[src/rtl/alloc_pkg.sv]
package alloc_pkg;
  typedef enum logic { TH0 = 1'b0, TH1 = 1'b1 } thread_e;
  localparam int NUM_BUF = 3;
  localparam int BUF_ROB = 0;
  localparam int BUF_LD  = 1;
  localparam int BUF_ST  = 2;
endpackage

[src/rtl/entry_pool.sv]
module entry_pool #(
  parameter int ENTRIES = 24,
  parameter int SHARE   = ENTRIES / 2,
  localparam int IW = $clog2(ENTRIES),
  localparam int CW = $clog2(SHARE + 1)
) (
  input  logic          clk,
  input  logic          rst,
  input  logic          take_en,
  input  logic          take_tid,
  input  logic          give_valid,
  input  logic          give_tid,
  input  logic [IW-1:0] give_idx,
  output logic [1:0]    room,
  output logic [IW-1:0] pick_idx
);
  logic [ENTRIES-1:0] busy;
  logic [CW-1:0]      occ [2];
  logic               any_free;

  // lowest-index free entry: scan downward so the last hit wins
  always_comb begin
    any_free = 1'b0;
    pick_idx = '0;
    for (int i = ENTRIES - 1; i >= 0; i--) begin
      if (!busy[i]) begin
        any_free = 1'b1;
        pick_idx = IW'(i);
      end
    end
  end

  always_comb begin
    for (int t = 0; t < 2; t++) begin
      room[t] = any_free && (occ[t] < CW'(SHARE));
    end
  end

  always_ff @(posedge clk) begin
    if (rst) begin
      busy <= '0;
    end else begin
      if (take_en)    busy[pick_idx] <= 1'b1;
      if (give_valid) busy[give_idx] <= 1'b0;
    end
  end

  for (genvar t = 0; t < 2; t++) begin : g_occ
    logic inc, dec;
    assign inc = take_en && (take_tid == 1'(t));
    assign dec = give_valid && (give_tid == 1'(t));
    always_ff @(posedge clk) begin
      if (rst) occ[t] <= '0;
      else     occ[t] <= occ[t] + CW'(inc) - CW'(dec);
    end
    AST_SHARE_HELD: assert property (@(posedge clk) disable iff (rst) occ[t] <= CW'(SHARE));
  end

  AST_OCC_MATCHES_BUSY: assert property (@(posedge clk) disable iff (rst)
    (32'(occ[0]) + 32'(occ[1])) == $countones(busy));
  AST_TAKE_HAS_ROOM: assert property (@(posedge clk) disable iff (rst)
    take_en |-> room[take_tid]);
  AST_GIVE_HELD: assert property (@(posedge clk) disable iff (rst)
    give_valid |-> (busy[give_idx] && occ[give_tid] != '0));
endmodule

[src/rtl/turn_arbiter.sv]
module turn_arbiter (
  input  logic       clk,
  input  logic       rst,
  input  logic [1:0] elig,
  output logic [1:0] gnt
);
  logic turn;  // thread preferred when both are eligible

  always_comb begin
    if (elig == 2'b11) gnt = turn ? 2'b10 : 2'b01;
    else               gnt = elig;
  end

  always_ff @(posedge clk) begin
    if (rst)         turn <= 1'b0;
    else if (gnt[0]) turn <= 1'b1;
    else if (gnt[1]) turn <= 1'b0;
  end

  AST_ONE_GRANT: assert property (@(posedge clk) disable iff (rst) $onehot0(gnt));
  AST_SOLO_T0: assert property (@(posedge clk) disable iff (rst)
    (elig == 2'b01) |-> gnt[0]);
  AST_SOLO_T1: assert property (@(posedge clk) disable iff (rst)
    (elig == 2'b10) |-> gnt[1]);
  AST_ALTERNATE: assert property (@(posedge clk) disable iff (rst)
    (elig == 2'b11 && gnt[0]) |=> (elig != 2'b11 || gnt[1]));
  AST_BLOCKED_FIRST: assert property (@(posedge clk) disable iff (rst)
    (elig == 2'b10) |=> (elig != 2'b11 || gnt[0]));
endmodule

[src/rtl/dual_thread_alloc.sv]
module dual_thread_alloc
  import alloc_pkg::*;
#(
  parameter int ROB_ENTRIES = 126,
  parameter int LD_ENTRIES  = 48,
  parameter int ST_ENTRIES  = 24,
  localparam int ROB_IW = $clog2(ROB_ENTRIES),
  localparam int LD_IW  = $clog2(LD_ENTRIES),
  localparam int ST_IW  = $clog2(ST_ENTRIES)
) (
  input  logic              clk,
  input  logic              rst,
  input  logic              t0_valid,
  input  logic [2:0]        t0_need,
  output logic              t0_ready,
  input  logic              t1_valid,
  input  logic [2:0]        t1_need,
  output logic              t1_ready,
  input  logic              rel_rob_valid,
  input  logic              rel_rob_tid,
  input  logic [ROB_IW-1:0] rel_rob_idx,
  input  logic              rel_ld_valid,
  input  logic              rel_ld_tid,
  input  logic [LD_IW-1:0]  rel_ld_idx,
  input  logic              rel_st_valid,
  input  logic              rel_st_tid,
  input  logic [ST_IW-1:0]  rel_st_idx,
  output logic              out_valid,
  output logic              out_tid,
  output logic [ROB_IW-1:0] out_rob_idx,
  output logic [LD_IW-1:0]  out_ld_idx,
  output logic [ST_IW-1:0]  out_st_idx
);
  localparam int ROB_SHARE = ROB_ENTRIES / 2;
  localparam int LD_SHARE  = LD_ENTRIES / 2;
  localparam int ST_SHARE  = ST_ENTRIES / 2;

  logic [1:0]         rob_room, ld_room, st_room;
  logic [ROB_IW-1:0]  rob_pick;
  logic [LD_IW-1:0]   ld_pick;
  logic [ST_IW-1:0]   st_pick;
  logic [NUM_BUF-1:0] need [2];
  logic [1:0]         vld, elig, gnt;
  logic               any_gnt;
  thread_e            sel_tid;
  logic [NUM_BUF-1:0] sel_need, take;

  assign need[0] = t0_need;
  assign need[1] = t1_need;
  assign vld     = {t1_valid, t0_valid};

  for (genvar t = 0; t < 2; t++) begin : g_elig
    logic [NUM_BUF-1:0] room_t;
    assign room_t  = {st_room[t], ld_room[t], rob_room[t]};
    assign elig[t] = vld[t] && ((need[t] & ~room_t) == '0);
  end

  turn_arbiter u_arb (
    .clk (clk),
    .rst (rst),
    .elig(elig),
    .gnt (gnt)
  );

  assign t0_ready = gnt[0];
  assign t1_ready = gnt[1];
  assign any_gnt  = |gnt;
  assign sel_tid  = gnt[1] ? TH1 : TH0;
  assign sel_need = gnt[1] ? t1_need : t0_need;
  assign take     = any_gnt ? sel_need : '0;

  entry_pool #(.ENTRIES(ROB_ENTRIES), .SHARE(ROB_SHARE)) u_rob (
    .clk(clk), .rst(rst),
    .take_en(take[BUF_ROB]), .take_tid(sel_tid),
    .give_valid(rel_rob_valid), .give_tid(rel_rob_tid), .give_idx(rel_rob_idx),
    .room(rob_room), .pick_idx(rob_pick)
  );

  entry_pool #(.ENTRIES(LD_ENTRIES), .SHARE(LD_SHARE)) u_ld (
    .clk(clk), .rst(rst),
    .take_en(take[BUF_LD]), .take_tid(sel_tid),
    .give_valid(rel_ld_valid), .give_tid(rel_ld_tid), .give_idx(rel_ld_idx),
    .room(ld_room), .pick_idx(ld_pick)
  );

  entry_pool #(.ENTRIES(ST_ENTRIES), .SHARE(ST_SHARE)) u_st (
    .clk(clk), .rst(rst),
    .take_en(take[BUF_ST]), .take_tid(sel_tid),
    .give_valid(rel_st_valid), .give_tid(rel_st_tid), .give_idx(rel_st_idx),
    .room(st_room), .pick_idx(st_pick)
  );

  always_ff @(posedge clk) begin
    if (rst) begin
      out_valid   <= 1'b0;
      out_tid     <= 1'b0;
      out_rob_idx <= '0;
      out_ld_idx  <= '0;
      out_st_idx  <= '0;
    end else begin
      out_valid   <= any_gnt;
      out_tid     <= sel_tid;
      out_rob_idx <= take[BUF_ROB] ? rob_pick : '0;
      out_ld_idx  <= take[BUF_LD]  ? ld_pick  : '0;
      out_st_idx  <= take[BUF_ST]  ? st_pick  : '0;
    end
  end

  AST_READY_NEEDS_VALID: assert property (@(posedge clk) disable iff (rst)
    (t0_ready |-> t0_valid) and (t1_ready |-> t1_valid));
endmodule

[config.mk]
export PLATFORM = sky130hd
export DESIGN_NAME = dual_thread_alloc
export DESIGN_NICKNAME = d
export VERILOG_FILES = /design/src/rtl/alloc_pkg.sv /design/src/rtl/entry_pool.sv /design/src/rtl/turn_arbiter.sv /design/src/rtl/dual_thread_alloc.sv
export SDC_FILE = /design/constraint.sdc
export NUM_CORES = 1
export LEC_CHECK = 0
export ABC_CLOCK_PERIOD_IN_PS = 4100
export CAP_MARGIN = 10
export CORE_MARGIN = 4
export CORE_UTILIZATION = 61
export DETAILED_ROUTE_END_ITERATION = 8
export PLACE_DENSITY = 0.8
export SKIP_CTS_REPAIR_TIMING = 1
export SYNTH_ARGS = -nofsm -noshare
export SYNTH_HDL_FRONTEND = slang
export SYNTH_SLANG_ARGS = --single-unit
export TNS_END_PERCENT = 5
[constraint.sdc]
create_clock -name clk -period 4.1 [get_ports clk]
set_input_delay 0.82 -clock clk [delete_from_list [all_inputs] [get_ports clk]]
set_output_delay 0.82 -clock clk [all_outputs]
set_load 0.05 [all_outputs]
; ---- Word level (Yosys, flattened, before mapping)
; Memory sizes are Yosys's and may differ from the RTL's.
; Cells that the tools add are included.
[op_classes]
addsub = 12
magnitude_cmp = 18
n_eq_ne = 1
n_mux = 433
n_bitwise = 26
reduce_logical = 33
[op_table]
columns = operator, n
row1 = $mux 7, 126
row2 = $mux 126, 3
row3 = $mux 6, 50
row4 = $mux 1, 210
row5 = $mux 48, 3
row6 = $mux 5, 26
row7 = $and 126x126->126, 1
row8 = $not 126->126, 1
row9 = $or 126x126->126, 1
row10 = $mux 24, 3
row11 = $and 48x48->48, 1
row12 = $not 48->48, 1
row13 = $or 48x48->48, 1
row14 = $logic_and 1x1->1, 26
row15 = $and 24x24->24, 1
row16 = $not 24->24, 1
row17 = $or 24x24->24, 1
row18 = $lt 7x8->1 const B, 2
row19 = $demux 1 s7, 2
row20 = $ge 7x1->1 const B, 2
row21 = $lt 6x7->1 const B, 2
row22 = $add 6x1->6, 2
row23 = $demux 1 s6, 2
row24 = $ge 6x1->1 const B, 2
row25 = other kinds (22), 53
[word_totals]
ff_bits = 219
mem_bits_rw = 30
input_bits = 34
output_inout_bits = 22
wordCells = 535
mem_count = 3
[memory_table]
columns = name, words, word_bits, read_ports, rd_ports_with_merged_regs, write_ports, line_no
row1 = u_rob.occ, 2, 6, 2, 0, 2, entry_pool.sv:18  ; logic [CW-1:0] occ [2];
row2 = u_ld.occ, 2, 5, 2, 0, 2, entry_pool.sv:18
row3 = u_st.occ, 2, 4, 2, 0, 2, entry_pool.sv:18

; ---- Longest topological paths before layout
[logic_depth]
ltp_word = 139
mapped_depth = 17
depth_no_buf = 16

; ---- Hierarchy
; A second synthesis with hierarchy kept.
[hier_totals]
hier_cells = 1808
hier_area_um2 = 14206.1
[by_module_without_submodules]
columns = mod, instances, cells_each, area_each_um2, seq_area_each_um2
row1 = entry_pool (u_rob), 1, 1089, 8141.6, 2762.6
row2 = entry_pool (u_ld), 1, 418, 3392.0, 1161.1
row3 = entry_pool (u_st), 1, 217, 1869.3, 640.6
row4 = dual_thread_alloc, 1, 78, 753.2, 400.4
row5 = turn_arbiter, 1, 6, 50.0, 20.0

; ---- Least setup slack after synthesis
; OpenSTA, ideal clock, no wires.
[synth_timing]
path_type = reg2reg
from = register u_rob.busy[102]
to = memory u_rob.occ[0][4] (netlist name)
setup_ps = 128
arrival_time_ps = 3522
required_time_ps = 3972
path_slack_ps = 450
stages_incl_launch_ff = 17
n_path_buf = 1
synth_period_minus_slack_ps = 3650
cell_sequence = dfxtp_1 nand4_1 or4_1 nand4b_4 o31ai_2 a211o_2 nand3_4 buf_6 ha_1 inv_1 ha_1 fa_1 a21oi_1 nor2_1 nor2_1 xor2_1 nor2_1
[synth_rtl]
columns = item, line_no
row1 = start: declaration, entry_pool.sv:17  ; logic [ENTRIES-1:0] busy;
row2 = start signal: assignment, entry_pool.sv:41  ; busy <= '0;
row3 = start signal: indexed assignment, entry_pool.sv:43  ; if (take_en) busy[pick_idx] <= 1'b1;
row4 = start signal: indexed assignment, entry_pool.sv:44  ; if (give_valid) busy[give_idx] <= 1'b0;
row5 = end: declaration, entry_pool.sv:18

; ---- Worst setup path in the final report
[layout_timing]
from = register u_rob.busy[33]
to = output t1_ready
[layout_between]
elab_chain_len = 41
elab_cells_between_ends = 46
classes_between = eq/ne (1) / mux (35) / bitwise (4) / reduce/logical (6)
[layout_rtl]
columns = item, line_no
row1 = $mux 1 (*) (34 in a row), entry_pool.sv:26  ; if (!busy[i]) begin
row2 = $logic_and 1x1->1, entry_pool.sv:35  ; room[t] = any_free && (occ[t] < CW'(SHARE));
row3 = $not 3->3, dual_thread_alloc.sv:55  ; assign elig[t] = vld[t] && ((need[t] & ~room_t) == '0);
row4 = $and 3x3->3, dual_thread_alloc.sv:55
row5 = $logic_not 3->1, dual_thread_alloc.sv:55
row6 = $logic_and 1x1->1, dual_thread_alloc.sv:55
row7 = $eq 2x2->1, turn_arbiter.sv:10  ; if (elig == 2'b11) gnt = turn ? 2'b10 : 2'b01;
row8 = $mux 2 (*), turn_arbiter.sv:10
row9 = end: declaration, dual_thread_alloc.sv:18  ; output logic t1_ready,
; Every way passes the cells marked *; elsewhere a longest branch is shown, timed or not.

==> flow_results.org <==
** Detailed routing
- After detailed routing, the average wire length per cell comes to approximately 22 um.
- Drc violations :: 0
- The detailed router finished its first iteration with around 1,800 violations.
- Via-to-Cell Ratio :: just under 7
- Wirelength, routed :: between 40 and 50 mm
- In this run the remaining antenna-violating nets after routing total 0.
- DR pass1 iterations :: 6
- Vias :: between 10,000 and 15,000

** Timing
- Clock skew on the completed layout was measured at between 0.009 and 0.01 ns.
- The final count of hold timing violations is 0.
- Final setup violating endpoints :: 0
- Slew at the pin closest to its max-slew limit :: between 1 and 1.5 ns
- Once routing completed, OpenROAD measured the worst setup slack at around 0.21 ns.
- Rel. slew slack :: between 20% and 30%
- Post-route minimum period :: between 3 and 4 ns
- Hold timing on the final database bottoms out at a slack of 0.534 ns.
- F_max :: 257 MHz
- Final total negative setup slack :: 0 ns
- Final worst-path cycle share :: between 90% and 100%
- Final max-slew violation count :: 0
- Setup repair after global routing left no endpoint under its margin.

** Placed design
- Prior to clock tree synthesis, the placed netlist has a worst setup slack of between 0.2 and 0.25 ns.
- In this run the cell area measured after placement is 14,500 um^2.
- The wire-length estimate of the detail-placed layout is between 20 and 30 mm.
- At the end of routability-driven placement, the weighted congestion stood at 1.01.
- During placement, the flow inserted port buffers numbering 55.

** Layout
- Summing all non-filler instances in the final layout gives an area of 15,300 um^2.
- Area growth, synth to finish :: 14.1%
- Once layout is complete, the utilization of the core stands at a little over two thirds.
- Cells with a size suffix above 1 make up a little under 9% of the layout.
- After the last flow step, the layout net total stands at 1,736.
- The repair_antennas step left the layout with diodes totalling 0.

** Critical path
- STA classifies the critical path endpoint as an output pin.
- Worst-path fanout max :: 8
- Critical setup path kind :: flop to output pin
- Slowest-stage cell, CP :: sky130_fd_sc_hd__or4_1
- In this design, the stage delay of the slowest critical-path cell is roughly 0.60 ns.
- Critical path launch point type :: flop
- STA puts the critical path data required time at ~3.3 ns.
- STA puts the critical path data arrival time at approximately 3.1 ns.
- Combined buffer and inverter count along the critical path :: 1
- Crit path max-delay family :: simple AND/OR/NAND/NOR gates
- The signal on the critical path passes through nand4_1 -> or4_1 -> nand3b_4 -> o31ai_4 -> a21oi_1 -> and2_1 -> buf_12.

** GRT
- The number of global-route vias before repair was 12,500.
- Wire length of the first global-routing pass :: between 60 and 70 mm
- Entering global routing, the biggest net connects between 100 and 150 pins.
- Global routing finished with a remaining overflow of 0.
- Antenna violations before repair :: 0
- Global routing used approximately a third of the available tracks.

** Die
- The die is ~160 um tall.
- Effective utilization at floorplan :: around 62%
- The die covers ~24,000 um^2.
- Row count :: 54
- The die is 156 um wide.
- The floorplan step defined a core boundary enclosing about 22,000 um^2.
- Number of primary I/O pins :: 56

** Logic synthesis
- Average cell area after synthesis :: between 8 and 9 um^2
- Synth Cell Area :: around 13,000 um^2
- Post-synthesis instance total :: 1,594
- Main combinational cell family by area after synthesis :: compound AO/OA/AOI/OAI gates
- Predominant post-synthesis flop cell :: sky130_fd_sc_hd__dfxtp_1
- In the synthesized netlist, mux cells make up 0% of the area.
- XOR/XNOR Fraction of Synth Area :: 1.17%
- The synthesized netlist devotes between 30% and 40% of its cell area to compound gates.
- Register bit total from synthesis :: around 250
- Summing the areas of all and, or, nand and nor instances in the mapped netlist gives 20.4% of the synthesized area.
- In this run, synthesis inferred 0 flip-flops with an integrated enable.
- Number of warning messages in the yosys log :: 0
- The number of nets in the synthesized netlist is ~1,700.
- Sequential fraction of the synthesis area :: 37.1%
- After Yosys synthesis, full adders, half adders and majority gates account for 4.43% of the synthesized area.
- Counting flops with an async set or reset pin after synthesis yields a share of 0%.
- Distinct cell type count after synthesis :: 78

** Clocking
- Clock latency on the worst-skew pair, taken at its later pin, is 0.56 ns.
- Clk root buf :: sky130_fd_sc_hd__clkbuf_16
- Total clock sinks :: ~250
- The longest clock path from root to sink contains 3 buffers.
- Clock Pin Slew Worst Setup and Hold Paths :: about 0.060 ns
- TritonCTS Buffers :: 27
- TritonCTS built the clock tree.
- Maximum level of the CTS H-tree :: 1

** Run
- Across the run, the number of max-cap violations was 0.

** Power
- Power spread over the standard cell area amounts to about 400 nW/um^2.
- Reported leakage power :: 4.76 nW
- IR analysis of the VDD net gives a maximum drop of ~410 uV.

** Hold path
- The tightest min-delay check is of the flop to flop type.

** Run status
- Status :: completed
-- worst paths after layout --
path	startpoint	to	slack, ns	cells after the start
hold reg to reg	u_ld.busy[43]$_SDFF_PP0_	u_ld.busy[43]$_SDFF_PP0_	0.53	2
setup / recovery	u_rob.busy[33]$_SDFF_PP0_	t1_ready	0.21	7
setup reg to reg	u_rob.busy[33]$_SDFF_PP0_	u_rob.occ[0][4]$_SDFF_PP0_	0.31	15
hold / removal	u_ld.busy[43]$_SDFF_PP0_	u_ld.busy[43]$_SDFF_PP0_	0.53	2
-- placed cells by master (no fill, tap or decap), drive strengths merged, types with 16 or more instances in the layout --
| cell | instances |
|---|---|
| nor2b | 24 |
| a21o | 18 |
| nand2 | 100 |
| nand4 | 71 |
| nand2b | 28 |
| a211oi | 208 |
| nor2 | 107 |
| clkbuf | 40 |
| dfxtp | 249 |
| o21a | 16 |
| ha | 38 |
| clkdlybuf4s50 | 52 |
| buf | 46 |
| nand3 | 41 |
| a21oi | 208 |
| a31oi | 38 |
| inv | 90 |
| nor3 | 34 |
| nor4 | 29 |
| o21ai | 43 |
-- synthesized netlist by cell type, drive strengths merged (7+ instances only) --
| library cell | n | area [um^2] |
|---|---|---|
| and2 | 15 | 93.8 |
| a211o | 7 | 71.3 |
| clkbuf | 50 | 189 |
| ha | 38 | 475 |
| and4 | 11 | 96.3 |
| nand4 | 71 | 444 |
| o21a | 16 | 120 |
| nor3 | 34 | 170 |
| nand2 | 100 | 375 |
| nand3 | 41 | 258 |
| a31oi | 38 | 238 |
| a221oi | 10 | 93.8 |
| o211ai | 9 | 67.6 |
| dfxtp | 249 | 4980 |
| xnor2 | 10 | 87.6 |
| o21ai | 43 | 215 |
| a21boi | 7 | 52.6 |
| nor4 | 29 | 206 |
| nand2b | 28 | 175 |
| nor2b | 24 | 150 |
| a211oi | 208 | 1730 |
| buf | 13 | 68.8 |
| nor3b | 8 | 60.1 |
| a21o | 18 | 135 |
| and3 | 15 | 93.8 |
| a21oi | 208 | 1050 |
| nor2 | 107 | 402 |
| inv | 89 | 334 |
| xor2 | 8 | 70.1 |
-- tightest hold or removal path, stage by stage, from the launching register on --
cell and delay, ns:
sky130_fd_sc_hd__dfxtp_1 0.33, sky130_fd_sc_hd__inv_1 0.07, sky130_fd_sc_hd__a221oi_1 0.07
-- stage by stage --
step / instances / power, mW
2_1_floorplan: 1594 / 3.51
3_3_place_gp: 1909 / 3.75
3_5_place_dp: 1909 / 3.80
4_1_cts: 1956 / 6.16
5_1_grt: 1956 / 6.44
6_report: 1956 / 6.15
-- cells by family after synthesis --
family,after synthesis
AOI/OAI and AO/OA,623
and+or+nand+nor,508
DFF,249
buffers and inverters,152
adders and majority gates,44
xor gates and xnor gates,18
-- cell type report --
class,instances,area (um^2)
Clock buffer,40,774
Fill cell,1786,6430
Inverter,89,334
Timing Repair Buffer,98,907
Tap cell,280,350
Multi-Input combinational cell,1193,7900
Clock inverter,7,77.6
Sequential cell,249,4980
-- registers in the layout, summed over array words and instances (netlist names) --
| signal | flops |
|---|---|
| u_ld.occ | 10 |
| u_rob.busy | 126 |
| out_valid | 1 |
| u_arb.turn | 1 |
| out_st_idx | 5 |
| u_st.busy | 24 |
| u_rob.occ | 12 |
| out_tid | 1 |
| out_ld_idx | 6 |
| out_rob_idx | 7 |
| u_ld.busy | 48 |
| u_st.occ | 8 |
-- where the power goes --
| group | total (mW) | internal (mW) | switching, mW |
|---|---|---|---|
| combinational | 1.16 | 0.487 | 0.672 |
| clock | 2.37 | 1.37 | 1.01 |
| sequential | 2.61 | 2.54 | 0.0737 |
| total | 6.15 | 4.40 | 1.75 |
-- metal layers --
layer | wire (um) | vias to the layer above | part of all wire (%) | track usage [%]
met2 | 18300 | 829 | 43 | 50.6
met5 | 0 | - | 0 | 0
li1 | - | 6218 | - | -
met4 | 1180 | 0 | 2.8 | 10.2
met1 | 18100 | 6415 | 42 | 50.2
met3 | 4970 | 110 | 12 | 6.97
(Power assumes the default switching activity.)
